--- src/rtl/puc_pkg.sv ---
package puc_pkg;
  localparam int ADDR_W = 5;
  localparam int ALU_W  = 4;
  localparam int BUS_W  = 3;
  localparam int REG_W  = 4;
  localparam int REG_N  = 12;
  localparam int DIR_W  = 4;
  localparam int PRIV_W = 2;
  localparam int CAP_W  = 6;
  localparam int ALU_N  = 1 << ALU_W;
  localparam int BUS_N  = 1 << BUS_W;

  typedef enum logic [1:0] {
    BR_ALWAYS = 2'd0,
    BR_ZERO   = 2'd1,
    BR_CNTNZ  = 2'd2,
    BR_NEVER  = 2'd3
  } branch_e;

  typedef struct packed {
    logic [PRIV_W-1:0] minPriv;
    logic [CAP_W-1:0]  needCap;
    logic [ALU_W-1:0]  aluOp;
    logic [BUS_W-1:0]  busSel;
    logic [REG_W-1:0]  regLd;
    logic [DIR_W-1:0]  direct;
    branch_e           cond;
    logic [ADDR_W-1:0] nextAddr;
  } uinstr_t;

  localparam int UI_W = $bits(uinstr_t);

  // strobes from the sequencer to the decode side
  typedef struct packed {
    logic             fire;
    logic [ALU_W-1:0] aluOp;
    logic [BUS_W-1:0] busSel;
    logic [REG_W-1:0] regLd;
    logic [DIR_W-1:0] direct;
  } strobe_t;
endpackage

--- src/rtl/puc_sequencer.sv ---
module puc_sequencer
  import puc_pkg::*;
#(
  parameter logic [ADDR_W-1:0] FAULT_ADDR = '1
) (
  input  logic              clk,
  input  logic              rst_n,
  input  logic              wrEn,
  input  logic [ADDR_W-1:0] wrAddr,
  input  uinstr_t           wrData,
  input  logic [PRIV_W-1:0] privMode,
  input  logic [CAP_W-1:0]  ctxCap,
  input  logic              zeroFlag,
  input  logic              cntNonZero,
  output strobe_t           stb,
  output logic              fault,
  output logic [ADDR_W-1:0] upc
);
  localparam int DEPTH = 1 << ADDR_W;
  localparam logic [PRIV_W-1:0] TOP_PRIV = '1;

  uinstr_t store [DEPTH];
  uinstr_t mir;
  logic    valid;
  logic    denied;
  logic    wrGrant;
  logic    taken;
  logic [ADDR_W-1:0] nextPc;

  always_comb begin
    denied  = valid && ((privMode < mir.minPriv) || (|(mir.needCap & ~ctxCap)));
    wrGrant = wrEn && (privMode == TOP_PRIV);
    fault   = denied || (wrEn && !wrGrant);
  end

  always_comb begin
    unique case (mir.cond)
      BR_ALWAYS: taken = 1'b1;
      BR_ZERO:   taken = zeroFlag;
      BR_CNTNZ:  taken = cntNonZero;
      default:   taken = 1'b0;
    endcase
  end

  always_comb begin
    if (!valid)      nextPc = '0;
    else if (denied) nextPc = FAULT_ADDR;
    else if (taken)  nextPc = mir.nextAddr;
    else             nextPc = upc + ADDR_W'(1);
  end

  // read-before-write: the fetch at an edge sees the old contents
  always_ff @(posedge clk or negedge rst_n) begin
    if (!rst_n) begin
      for (int i = 0; i < DEPTH; i++) store[i] <= '0;
      mir   <= '0;
      upc   <= '0;
      valid <= 1'b0;
    end else begin
      if (wrGrant) store[wrAddr] <= wrData;
      mir   <= store[nextPc];
      upc   <= nextPc;
      valid <= 1'b1;
    end
  end

  always_comb begin
    stb.fire   = valid && !denied;
    stb.aluOp  = mir.aluOp;
    stb.busSel = mir.busSel;
    stb.regLd  = mir.regLd;
    stb.direct = mir.direct;
  end
endmodule

--- src/rtl/puc_onehot.sv ---
module puc_onehot #(
  parameter int CODE_W = 4,
  parameter int LINES  = 16
) (
  input  logic [CODE_W-1:0] code,
  input  logic              en,
  output logic [LINES-1:0]  lines
);
  for (genvar i = 0; i < LINES; i++) begin : g_line
    assign lines[i] = en && (code == CODE_W'(i));
  end
endmodule

--- src/rtl/puc_decode.sv ---
module puc_decode
  import puc_pkg::*;
(
  input  strobe_t          stb,
  output logic [ALU_N-1:0] aluLines,
  output logic [BUS_N-1:0] busLines,
  output logic [REG_N-1:0] regLines,
  output logic [DIR_W-1:0] directOut,
  output logic             illegalEnc
);
  puc_onehot #(.CODE_W(ALU_W), .LINES(ALU_N)) u_alu (
    .code(stb.aluOp), .en(stb.fire), .lines(aluLines));
  puc_onehot #(.CODE_W(BUS_W), .LINES(BUS_N)) u_bus (
    .code(stb.busSel), .en(stb.fire), .lines(busLines));
  // codes at or above REG_N match no line
  puc_onehot #(.CODE_W(REG_W), .LINES(REG_N)) u_reg (
    .code(stb.regLd), .en(stb.fire), .lines(regLines));

  assign illegalEnc = stb.fire && (stb.regLd >= REG_W'(REG_N));
  assign directOut  = stb.fire ? stb.direct : '0;
endmodule

--- src/rtl/priv_ucode_ctrl.sv ---
module priv_ucode_ctrl
  import puc_pkg::*;
#(
  parameter logic [ADDR_W-1:0] FAULT_ADDR = '1
) (
  input  logic              clk,
  input  logic              rst_n,
  input  logic              wrEn,
  input  logic [ADDR_W-1:0] wrAddr,
  input  logic [UI_W-1:0]   wrData,
  input  logic [PRIV_W-1:0] privMode,
  input  logic [CAP_W-1:0]  ctxCap,
  input  logic              zeroFlag,
  input  logic              cntNonZero,
  output logic [ALU_N-1:0]  aluLines,
  output logic [BUS_N-1:0]  busLines,
  output logic [REG_N-1:0]  regLines,
  output logic [DIR_W-1:0]  directOut,
  output logic              illegalEnc,
  output logic              fault,
  output logic [ADDR_W-1:0] upc
);
  strobe_t stb;

  puc_sequencer #(.FAULT_ADDR(FAULT_ADDR)) u_seq (
    .clk(clk), .rst_n(rst_n), .wrEn(wrEn), .wrAddr(wrAddr),
    .wrData(uinstr_t'(wrData)), .privMode(privMode), .ctxCap(ctxCap),
    .zeroFlag(zeroFlag), .cntNonZero(cntNonZero),
    .stb(stb), .fault(fault), .upc(upc));

  puc_decode u_dec (
    .stb(stb), .aluLines(aluLines), .busLines(busLines),
    .regLines(regLines), .directOut(directOut), .illegalEnc(illegalEnc));
endmodule

--- config.mk ---
export PLATFORM = sky130hd
export DESIGN_NAME = priv_ucode_ctrl
export DESIGN_NICKNAME = d
export VERILOG_FILES = /design/src/rtl/puc_pkg.sv /design/src/rtl/puc_sequencer.sv /design/src/rtl/puc_onehot.sv /design/src/rtl/puc_decode.sv /design/src/rtl/priv_ucode_ctrl.sv
export SDC_FILE = /design/constraint.sdc
export NUM_CORES = 2
export LEC_CHECK = 0
export CAP_MARGIN = 5
export CORE_MARGIN = 2
export CORE_UTILIZATION = 60
export DETAILED_ROUTE_END_ITERATION = 8
export HOLD_SLACK_MARGIN = 0.06
export PLACE_DENSITY = 0.88
export SYNTH_ARGS = -nofsm -noshare
export SYNTH_HDL_FRONTEND = slang
export SYNTH_SLANG_ARGS = --single-unit
--- constraint.sdc ---
create_clock -name clk -period 3.49 [get_ports clk]
set_clock_uncertainty 0.2 [all_clocks]
set_input_delay 0.5235 -clock clk [delete_from_list [all_inputs] [get_ports clk]]
set_output_delay 0.5235 -clock clk [all_outputs]
set_load 0.02 [all_outputs]
* Yosys cells after proc, flatten, opt, wreduce, memory -nomap -nowiden
Index checks and enable logic that the tools add are counted.
** Cells by class
- Reductions and logical operators :: 51
- Equality and inequality tests :: 36
- Mux-type cells :: 11
- Add/sub/neg operators :: 1
- $lt $le $gt $ge :: 5
- Bitwise gates (word level) :: 4
** Operators by type and width (count)
- bitwise mux 960 bit :: 1
- binary-select mux 30 bit (select 5 bit) :: 1
- demux 30 bit (select 5 bit) :: 1
- two-way mux 30 bit :: 3
- == test 4 bit, second input constant :: 12
- logical AND 1 bit :: 42
- == test 4 x 3 -> 1 bit, second input constant :: 8
- == test 4 x 2 -> 1 bit, second input constant :: 4
- two-way mux 5 bit :: 3
- == test 3 bit, second input constant :: 4
- >= comparator 6 bit, second input constant :: 2
- NOT 5 -> 6 bit :: 2
- == test 4 x 1 -> 1 bit, second input constant :: 2
- zero test 4 bit :: 2
- bitwise AND 6 bit :: 1
- == test 3 x 2 -> 1 bit, second input constant :: 2
- less-than comparator 6 x 1 -> 1 bit, second input constant :: 1
- NOT 6 bit :: 1
- OR reduction 6 bit :: 1
- adder 5 x 1 -> 5 bit, second input constant :: 1
- == test 2 bit, second input constant :: 2
- >= comparator 4 bit, second input constant :: 1
- two-way mux 4 bit :: 1
- == test 3 x 1 -> 1 bit, second input constant :: 1
- other kinds (7) :: 9
** Storage, ports and cells
- Logic and storage cells :: 374
- Output and inout bits :: 47
- Register bits :: 996

* Logic depth before layout (Yosys ltp)
- Depth after elaboration :: 11
- Mapped depth :: 15
- Mapped depth without buffers :: 11

* By module
From an unflattened synthesis, not the netlist that was laid out.
** Second synthesis, totals
- Cells, all modules :: 3538
- Area, all modules :: 45297.2 um2
** Modules (own cells, without submodules)
- puc_sequencer :: cells an instance 3484, area an instance 44953.1 um2, times used 1
- puc_onehot at u_dec.u_alu :: cells an instance 23, area an instance 117.6 um2, times used 1
- puc_onehot at u_dec.u_bus :: cells an instance 8, area an instance 96.3 um2, times used 1
- puc_onehot at u_dec.u_reg :: cells an instance 18, area an instance 93.8 um2, times used 1
- puc_decode :: cells an instance 5, area an instance 36.3 um2, times used 1

* Worst setup path before layout
Ideal clock, no wire load.
- Path type :: reg2reg
- Start :: reg u_seq.upc[0]
- End :: reg u_seq.mir, in the netlist u_seq.stb[1]
- Path buffers :: 1
- Setup time :: 121 ps
- Path slack :: 202 ps
- Data required time :: 3169 ps
- Clock period less this slack :: 3288 ps
- Stages on the path, launching flop included :: 12
- Data arrival time :: 2967 ps
- Cell sequence :: dfrtp_1 > ha_1 > inv_1 > a22o_1 > nor2_1 > o21ai_4 > inv_2 > buf_1 > mux2i_1 > o22ai_1 > or4_1 > o22a_1
** On the way
- Longest elaborated chain between the ends :: 8
** RTL lines
- start: declaration :: RTL line puc_sequencer.sv:17 : output logic [ADDR_W-1:0] upc
- start signal: assignment :: RTL line puc_sequencer.sv:62 : upc <= nextPc;
- adder 5 x 1 -> 5 bit :: RTL line puc_sequencer.sv:49 : else nextPc = upc + ADDR_W'(1);
- two-way mux 5 bit :: RTL line puc_sequencer.sv:48 : else if (taken) nextPc = mir.nextAddr;
- two-way mux 5 bit :: RTL line puc_sequencer.sv:47 : else if (denied) nextPc = FAULT_ADDR;
- two-way mux 5 bit :: RTL line puc_sequencer.sv:46 : if (!valid) nextPc = '0;
- NOT 5 -> 6 bit (not written as such) :: RTL line puc_sequencer.sv:61 : mir <= store[nextPc];
- binary-select mux 30 bit (select 5 bit) :: RTL line puc_sequencer.sv:61
- two-way mux 30 bit (not written as such) (2 in a row) :: RTL line puc_sequencer.sv:61
- end signal: assignment :: RTL line puc_sequencer.sv:61
- end: declaration :: RTL line puc_sequencer.sv:23 : uinstr_t mir;
Every way passes these cells. The select of a mux whose other input is x is not followed.
A chain may end at the register's enable or synchronous reset.

* Worst setup path after layout
- Start :: reg u_seq.mir[6] (netlist name)
- End :: reg u_seq.mir, in the netlist u_seq.stb[12]
** On the way
- Longest elaborated chain between the ends :: 9
- Elaborated cells on any way between the ends :: 11
- Classes of those cells :: 2 x eq/ne; 7 x mux; 1 x bitwise; 1 x reduce/logical
** RTL lines
- == test 2 bit (tied with other cells) :: RTL line puc_sequencer.sv:37 : unique case (mir.cond)
- one-hot mux 1 bit (3 select lines) (*) :: RTL line puc_sequencer.sv:37
- two-way mux 5 bit (*) :: RTL line puc_sequencer.sv:48
- two-way mux 5 bit (*) :: RTL line puc_sequencer.sv:47
- two-way mux 5 bit (*) :: RTL line puc_sequencer.sv:46
- NOT 5 -> 6 bit (not written as such) (*) :: RTL line puc_sequencer.sv:61
- binary-select mux 30 bit (select 5 bit) (*) :: RTL line puc_sequencer.sv:61
- two-way mux 30 bit (not written as such) (*) (2 in a row) :: RTL line puc_sequencer.sv:61
Every way passes the cells marked *; elsewhere a longest branch is shown, timed or not. The select of a mux whose other input is x is not followed.

==> summary by stage <==
Routing
Dividing the detail-routed wire length by the instance count gives 30.0 um. For this block, the routed nets add up to 140 mm of wire. The count of nets left with antenna violations once routing finished came out at 0. The DRC violation total after the first TritonRoute iteration is 4,068. The number of iterations in the first detailed-routing pass is 6. The via count of the routed design is 32,500.

The DRC violations left is 0. After detailed routing, the number of vias per cell comes to 6.98.

STA
The smallest clock period supported by the final layout is computed as 3.50 ns. Based on the critical path, the design can be clocked at up to 286 MHz. The count of pins over their slew limit was 0. The aggregate negative setup slack is -0.0138 ns. The final-report hold violation count is 0. The setup violation total in the final timing report is 3. Setup repair after global routing could not meet its margin everywhere. The part of the cycle the worst path needs is 1.00. In the post-route analysis, the smallest setup slack over all paths is -0.00721 ns. The worst-case headroom to the max-slew limit is 0.174.

For the pin with the worst max-slew slack, the measured transition is 1.24 ns.

CTS
CTS built an H-tree with a depth of 3. In this run the clock root is driven by a clkbuf_16. The maximum clock path buffer count is 3. TritonCTS built the clock tree. After clock tree synthesis, the clock-pin slew on the worst setup and hold paths is 0.06 ns. The number of sinks on the clock net is 996. At the later pin of the worst-skew pair, clock insertion delay measures 0.67 ns.

Clock tree synthesis inserted a total of 96 buffers.

Logic synthesis
The gate count of the mapped netlist is 3,476. Yosys printed 0 warnings. The cell taking the most area after synthesis is dfrtp_1.

For this run, the register share of the synthesized area comes to 0.555. The number of register bits inferred by synthesis is 996. Sorting the synthesized cells by how often they occur yields dfrtp_1 (996), mux2_2 (961), mux2i_1 (294). In the synthesized netlist the dominant register cell turns out to be dfrtp_1. The combined area of all synthesized cells is 0.0449 mm2. After synthesis, the mean cell area works out to 12.9 um2. In this run, synthesis inferred 0 flip-flops with an integrated enable. Synthesis instantiated 48 different standard cells from the library. When the netlist entered floorplanning its net count stood at 3,526. By area the synthesized netlist is led by dfrtp_1 (55%), mux2_2 (24%), mux2i_1 (6.6%).

The share of flip-flops with an asynchronous set or reset is 1.00. The area share of the largest cell type after synthesis is 0.555. The most instantiated library cell after synthesis is dfrtp_1.

Power and ir drop
Of the total power, registers draw 0.422. The share of total power dissipated in combinational logic is 0.243. The internal power of the cells totals 22,100 uW. The worst voltage drop across the vdd grid is 0.000426 V. The part of the power in the clock network is 0.336. The net switching power figure is 9840 uW. The power density of the placed cells is 610 mW/mm2.

The design draws 32,000 uW. Of the total power, the share spent switching nets is 0.308. The leakage power figure is 0.0251 uW.

Place
The detailed placer's ending HPWL is 79.2 mm. At the end of routability-driven placement, the weighted congestion stood at 0.928. The placed instances occupy a cell area of 0.0490 mm2. The count of buffers inserted at the top-level ports is 94. After detailed placement, the design holds a cell count of 4,468.

Layout
The fill cell total of the finished layout is 4,388. The share of post-route cells with drive strength above 1 is 0.401. In the final layout, the multi-input gates occupy 0.0190 mm2. Summing all non-filler instances in the final layout gives an area of 0.0524 mm2. Compared with the post-synthesis result, the final layout area differs by 16.7%. The post-layout instance count excluding filler cells is 4,654. The register cell area after layout is 0.0249 mm2. The net total in the final layout is 3,658.

Die
The overall die area is 0.0771 mm2. The die is 278 um tall. The count of standard-cell rows is 100. The core region is 0.0743 mm2.

The chip width is 278 um. The total I/O pin count is 95. For this configuration, the core starts out at a cell density of 0.604.

Job
The tool flagged a number of max-cap violations equal to 0.

Critical path
The critical-path cell with the highest stage delay is or4_1. STA classifies the critical path startpoint as a register. For this run, the slowest stage of the critical path takes 0.58 ns. The required time of the worst setup path is 3.84 ns.

The class of the most critical setup path is reg2reg. By instance count, the cell type seen most on the critical path is buf_4. Traced cell by cell, the critical path runs through nand2b_1, a21oi_2, buf_4, mux2i_2, nor3_1, o21ai_4, buf_12, buf_4, a21oi_1, or4_1, o22a_1. Data arrives at the worst endpoint at 3.85 ns.

The maximum fanout count along the critical path is 9. The worst setup path is captured at a register.

Status
The checks that failed: setup timing. The run finished, with violations left.

Hold path
The class of the tightest hold or removal check is in2async.

Global routing
The first global-routing pass estimated 209 mm of wire. The initial antenna violation count is 3. Summed over all layers, the global routing overflow is 0. The number of global-route vias before repair is 34,000. Entering global routing, the biggest net connects 141 pins. The total routing resource utilization after global routing is 0.359.
registers in the layout, indices dropped and copies added (netlist names):
register,count
u_seq.store,960
u_seq.valid,1
u_seq.mir,15
u_seq.stb,15
u_seq.upc,5
through the flow:
step | hold slack [ns] | utilization | worst slack (ns)
2_1_floorplan | 0.0279 | - | 0.202
3_3_place_gp | 0.243 | 0.659 | -0.623
3_5_place_dp | 0.246 | 0.659 | -0.592
4_1_cts | 0.162 | 0.703 | -0.0105
5_1_grt | 0.187 | 0.706 | -0.0358
6_report | 0.157 | 0.706 | -0.00721
final cells by class:
type                    count  area share
well taps                 969      0.0231
repair buffers            354      0.0749
flip-flops and latches    996       0.475
repair inverters            2    0.000477
multi-input cells        2141       0.363
clock inverters            33     0.00706
clock buffers             140      0.0541
diodes                      2   0.0000954
inverters                  17     0.00172
path summary, 6_finish.rpt:
check / start / end / slack, ns / depth (start not counted)
max: u_seq.mir[6]$_DFF_PN0_ / u_seq.stb[12]$_DFF_PN0_ / -0.007 / 11
max in group asynchronous: rst_n / u_seq.store[685]$_DFFE_PN0P_ / 1.77 / 4
min reg2reg: u_seq.store[28]$_DFFE_PN0P_ / u_seq.store[28]$_DFFE_PN0P_ / 0.30 / 1
min: rst_n / u_seq.store[657]$_DFFE_PN0P_ / 0.16 / 2
max reg2reg: u_seq.mir[6]$_DFF_PN0_ / u_seq.stb[12]$_DFF_PN0_ / -0.007 / 11
min in group clk: u_seq.store[28]$_DFFE_PN0P_ / u_seq.store[28]$_DFFE_PN0P_ / 0.30 / 1
power by group through the flow:
stage                     Sequential (uW)  Clock [uW]  Combinational, uW
after floorplan                     13300           0               4050
after global placement              13500           0               6860
after detailed placement            13600           0               7060
after CTS                           13400       10700               7340
after global routing                13500       11200               8040
final                               13500       10700               7760
placed cells by master (no fill, tap or decap), types with 8 or more instances in the layout:
| cell | count |
|---|---|
| nand2b_1 | 8 |
| clkdlybuf4s50_1 | 51 |
| mux2i_1 | 289 |
| nor3_1 | 18 |
| o221ai_1 | 58 |
| nand2_1 | 260 |
| bufinv_16 | 8 |
| clkbuf_1 | 18 |
| buf_12 | 85 |
| clkbuf_16 | 98 |
| o21ai_0 | 66 |
| o22ai_1 | 117 |
| inv_1 | 14 |
| a31oi_1 | 59 |
| buf_2 | 12 |
| clkbuf_8 | 25 |
| o22a_1 | 29 |
| dfrtp_1 | 996 |
| nor2_4 | 16 |
| a21oi_1 | 62 |
| or4_1 | 57 |
| buf_4 | 169 |
| nand2_2 | 18 |
| dlygate4sd2_1 | 14 |
| nor2_1 | 23 |
| clkinv_2 | 21 |
| mux2_2 | 961 |
routing by layer:
metal,part of all wire,vias to the layer above,track usage
met5,0.00016,-,0
met4,0.073,4,0.225
met3,0.12,712,0.119
met2,0.45,2235,0.548
met1,0.36,16700,0.444
li1,-,12800,-
worst max-delay path: cells and delay by family, from the launching register on:
| kind | cells | cell delay (ns) |
|---|---|---|
| AND/OR/NAND/NOR | 3 | 1.00 |
| AO/OA/AOI/OAI | 4 | 0.87 |
| buffers and inverters | 3 | 0.54 |
| flip-flops | 1 | 0.40 |
| multiplexers | 1 | 0.35 |
logic make-up after synthesis:
group                      count (synthesis)  share of synthesized area
xor gates and xnor gates                   3                   0.000585
and+or+nand+nor                          465                     0.0482
muxes                                   1255                      0.306
other                                      1                  0.0000835
DFF                                      996                      0.555
AOI/OAI and AO/OA                        415                     0.0600
adders and majority gates                  2                   0.000557
buffers and inverters                    339                     0.0294
repair_timing:
item | 4_1_cts | 5_1_grt
pin swaps | 4 | 6
resized for setup | 118 | 43
endpoints found under the hold margin | 195 | 0
hold buffers | 1 | 0
endpoints found under the setup margin | 48 | 51
cloned | 2 | 1
setup buffers | 4 | 3
No activity file was read; power rests on OpenSTA's default activity.
